**src/rtl/cw4_pkg.sv**
```systemverilog
package cw4_pkg;

    localparam int WORD_BITS  = 4;
    localparam int STATE_BITS = 4;

    // Position in word (1..3 bits seen) and ones seen so far.
    typedef enum logic [STATE_BITS-1:0] {
        ST_START = 4'd0,
        ST_1B0   = 4'd1,
        ST_1B1   = 4'd2,
        ST_2B0   = 4'd3,
        ST_2B1   = 4'd4,
        ST_2B2   = 4'd5,
        ST_3B0   = 4'd6,
        ST_3B1   = 4'd7,
        ST_3B2   = 4'd8,
        ST_ERR   = 4'd9
    } cw_state_t;

endpackage

```
**src/rtl/cw4_state_reg.sv**
```systemverilog
module cw4_state_reg
    import cw4_pkg::*;
(
    input  logic      clk,
    input  logic      rst,
    input  logic      adv,
    input  cw_state_t nxt,
    output cw_state_t state
);

    always_ff @(posedge clk) begin
        if (rst)
            state <= ST_START;
        else if (adv)
            state <= nxt;
    end

    // reset lands on a word boundary
    assert_reset_boundary_R1: assert property (@(posedge clk)
        rst |=> (state == ST_START));

    // idle clocks hold the state
    assert_idle_hold_R2: assert property (@(posedge clk) disable iff (rst)
        !adv |=> $stable(state));

    // error state is terminal
    assert_err_terminal_R6: assert property (@(posedge clk) disable iff (rst)
        (state == ST_ERR) |=> (state == ST_ERR));

endmodule

```
**config.mk**
```make
export PLATFORM = sky130hd
export DESIGN_NAME = cw4_state_reg
export DESIGN_NICKNAME = d
export VERILOG_FILES = /design/src/rtl/cw4_pkg.sv /design/src/rtl/cw4_state_reg.sv
export SDC_FILE = /design/constraint.sdc
export NUM_CORES = 1
export LEC_CHECK = 0
export ABC_AREA = 1
export BUFFER_PORTS_ARGS = -buffer_cell sky130_fd_sc_hd__buf_2
export CAP_MARGIN = 0
export CELL_PAD_IN_SITES_DETAIL_PLACEMENT = 1
export CELL_PAD_IN_SITES_GLOBAL_PLACEMENT = 1
export CORE_AREA = 3 3 40 42
export CTS_BUF_LIST = sky130_fd_sc_hd__clkbuf_8
export CTS_CLUSTER_DIAMETER = 50
export DETAILED_ROUTE_END_ITERATION = 16
export DIE_AREA = 0 0 43 45
export MAX_ROUTING_LAYER = met4
export PLACE_DENSITY = 0.49
export SLEW_MARGIN = 20
export SYNTH_ARGS = -nofsm -noshare
export SYNTH_HDL_FRONTEND = slang
export SYNTH_SLANG_ARGS = --single-unit
```
**constraint.sdc**
```tcl
create_clock -name clk -period 0.88 [get_ports clk]
set_clock_uncertainty 0.05 [all_clocks]
set_input_delay 0.088 -clock clk [delete_from_list [all_inputs] [get_ports clk]]
set_output_delay 0.088 -clock clk [all_outputs]
set_load 0.01 [all_outputs]
```
Word-level counts from Yosys, hierarchy flattened
Cells that the tools add are included.
- bits in registers: 4
- input port bits: 7
- word-level logic and storage cells: 1

Logic depth before layout (Yosys ltp)
- depth in word-level cells: 0
- mapped depth: 4

Worst setup path before layout
Ideal clock, no wire load.
- kind: register to register
- from: register, netlist name state[1]
- to: register state[1]
- arrival time: 0.484 ns
- required time: 0.716 ns
- path slack: 0.232 ns
- cell stages (with the launch flop): 3
- path buffers: 0
- period minus slack after synthesis: 0.648 ns
- path through: dfxtp_1 nor2_1 nor2_2
- RTL lines (element ; RTL line ; source):
    end signal: assignment ; cw4_state_reg.sv:15 ; state <= nxt;
    end: declaration ; cw4_state_reg.sv:8 ; output cw_state_t state

Worst setup path after layout
- from: register state[0]
- to: output port state[0]
No word-level cell between the ends.

==> impl_metrics.sql <==
INSERT INTO impl_metrics (metric_group, metric, value, unit) VALUES
('yosys', 'syn-instance-count', '26', ''),
('outcome', 'status', 'completed', ''),
('die', 'initial_core_util', '0.134', ''),
('pwr', 'p_seq_frac', '0.311', ''),
('place', 'post_dp_cell_area', '230', 'um^2'),
('clock_network', 'count_of_hold_fix_buffers_inserted_at_cts', '0', ''),
('worst_setup_path', 'destination_of_the_critical_timing_path', 'state[0]', ''),
('routing', 'dr_total_vias', '180', ''),
('pwr', 'ir_drop', '0.715', 'mV'),
('place', 'gp_congestion', '0.588', ''),
('place', 'dp.final_hpwl', '339', 'um'),
('routing', 'route.antenna.remaining_nets', '0', ''),
('layout', 'largest_register_ffs', '4', ''),
('routing', 'post_dr_vias_cell', '3.40', ''),
('worst_setup_path', 'worst_setup_path_startpoint', 'state[0]', ''),
('worst_setup_path', 'crit_arrival', '0.66', 'ns'),
('layout', 'num-fill-cells', '160', ''),
('worst_setup_path', 'cp-end-kind', 'output pin', ''),
('routing', 'first_pass_iters', '1', ''),
('sta', 'finalSetupViolCount', '0', ''),
('die', 'vertical_die_dimension', '45', 'um'),
('worst_setup_path', 'timing_worst_setup_path_type', 'flip-flop to output pin', ''),
('layout', 'postLayoutCellArea', '272', 'um^2'),
('yosys', 'netlist-cell-type-count', '7', ''),
('global_routing', 'use_met1', '0.0456', ''),
('global_routing', 'antenna_found_initial', '0', ''),
('yosys', 'synthMuxAreaShare', '0', ''),
('clock_network', 'worstSkewPairLatency', '0.22', 'ns'),
('clock_network', 'clk_pin_slew', '0.03', 'ns'),
('die', 'count_of_standard_cell_rows', '13', ''),
('yosys', 'synth-xor-area-share', '0', ''),
('pwr', 'pwr-share-comb', '0.099', ''),
('run', 'max_cap_viol_count', '0', ''),
('die', 'horizontal_extent_of_the_die', '43', 'um'),
('hold_path', 'min-delay-path-class', 'input port to flip-flop', ''),
('yosys', 'synth_top_family_by_area', 'simple AND/OR/NAND/NOR gates', ''),
('layout', 'syn_to_final_growth', '57.2', '%'),
('global_routing', 'use_met3', '0.0359', ''),
('yosys', 'synth_adder_area_share', '0', ''),
('yosys', 'synth_simple_gate_area_share', '0.362', ''),
('layout', 'seqCellArea', '80.1', 'um^2'),
('yosys', 'mappedNetlistNets', '33', ''),
('layout', 'finalCoreUtilization', '0.211', ''),
('global_routing', 'grt_util_all_layers', '0.0548', ''),
('routing', 'drt-total-wl', '432', 'um'),
('worst_setup_path', 'rr_worst_depth', '2', ''),
('routing', 'residual_drc', '0', ''),
('worst_setup_path', 'worst-r2r-setup-slack', '0.26', 'ns'),
('sta', 'worst_slew_margin_rel', '0.908', ''),
('sta', 'timing.final.crit_share', '0.908', ''),
('worst_setup_path', 'r2r_start', 'state[1]', ''),
('clock_network', 'tritoncts', 'done', ''),
('sta', 'final_report_hold_violation_count', '0', ''),
('clock_network', 'cts_root_buffer', 'clkbuf_8', ''),
('sta', 'timing.setup.tns', '0', 'ns'),
('routing', 'drt-wirelength-per-cell', '8.15', 'um'),
('global_routing', 'via_count_of_the_first_global_routing_pass', '196', ''),
('global_routing', 'grt_util_met2', '0.0808', ''),
('die', 'ios', '11', ''),
('pwr', 'post-layout-total-power', '646', 'uW'),
('clock_network', 'cts_resized', '0', ''),
('global_routing', 'first_pass_grt_wire_length', '676', 'um'),
('worst_setup_path', 'critical_path.cell_chain', 'buf_2', ''),
('worst_setup_path', 'critical_path.startpoint_type', 'flip-flop', ''),
('clock_network', 'h-tree-depth', '1', ''),
('pwr', 'power.leakage', '0.161', 'nW'),
('clock_network', 'numCtsBuffers', '3', ''),
('sta', 'fmax', '1.25', 'GHz'),
('worst_setup_path', 'worstPathMaxFanout', '2', ''),
('pwr', 'cellPowerDensity', '2380', 'nW/um^2'),
('global_routing', 'maximum_number_of_pins_on_one_net_before_global_route_repair', '9', '');
power by group through the flow:
| stage | logic (mW) | clock network [mW] | registers [mW] |
|---|---|---|---|
| finish | 0.0639 | 0.382 | 0.201 |
| global route | 0.0734 | 0.409 | 0.203 |
| CTS | 0.0668 | 0.400 | 0.201 |
| detailed placement | 0.0665 | 0 | 0.204 |
| global placement | 0.0659 | 0 | 0.203 |
| floorplan | 0.0333 | 0 | 0.210 |
layer usage:
layer | wire length [um] | part of all wire
met5 | 0 | 0
met4 | 0 | 0
met3 | 38 | 0.088
met2 | 236 | 0.55
met1 | 157 | 0.36
cell usage after synthesis:
master	n	area share
inv_1	4	0.087
buf_6	1	0.065
nand2_1	8	0.17
nor2_2	1	0.036
nor2_1	7	0.15
inv_2	1	0.022
dfxtp_1	4	0.46
how the worst min path moves through the flow:
stage                     from        to  slack [ns]  depth (start not counted)
after global placement     rst  state[2]        0.31                          4
after CTS                  rst  state[2]        0.09                          4
final                      rst  state[2]        0.08                          4
after detailed placement   rst  state[2]        0.32                          4
after global routing       rst  state[0]        0.11                          4
after floorplan            rst  state[0]        0.19                          3
logic make-up (layout without fill, tap and decap cells):
| group | Yosys count | after routing |
|---|---|---|
| and+or+nand+nor | 16 | 16 |
| DFF | 4 | 4 |
| buffers and inverters | 6 | 18 |
layout make-up:
| type | count | area share |
|---|---|---|
| Inverter | 5 | 0.0691 |
| Tap cell | 15 | 0.0691 |
| Clock buffer | 3 | 0.152 |
| Multi-Input combinational cell | 16 | 0.230 |
| Sequential cell | 4 | 0.295 |
| Timing Repair Buffer | 10 | 0.184 |
stage by stage:
stage               hold slack, ns  worst slack (ns)
floorplan                    0.190             0.232
global placement             0.311             0.267
detailed placement           0.315             0.261
CTS                         0.0861            0.0645
global route                 0.112            0.0437
finish                      0.0828            0.0813
No activity file was read; power rests on OpenSTA's default activity.
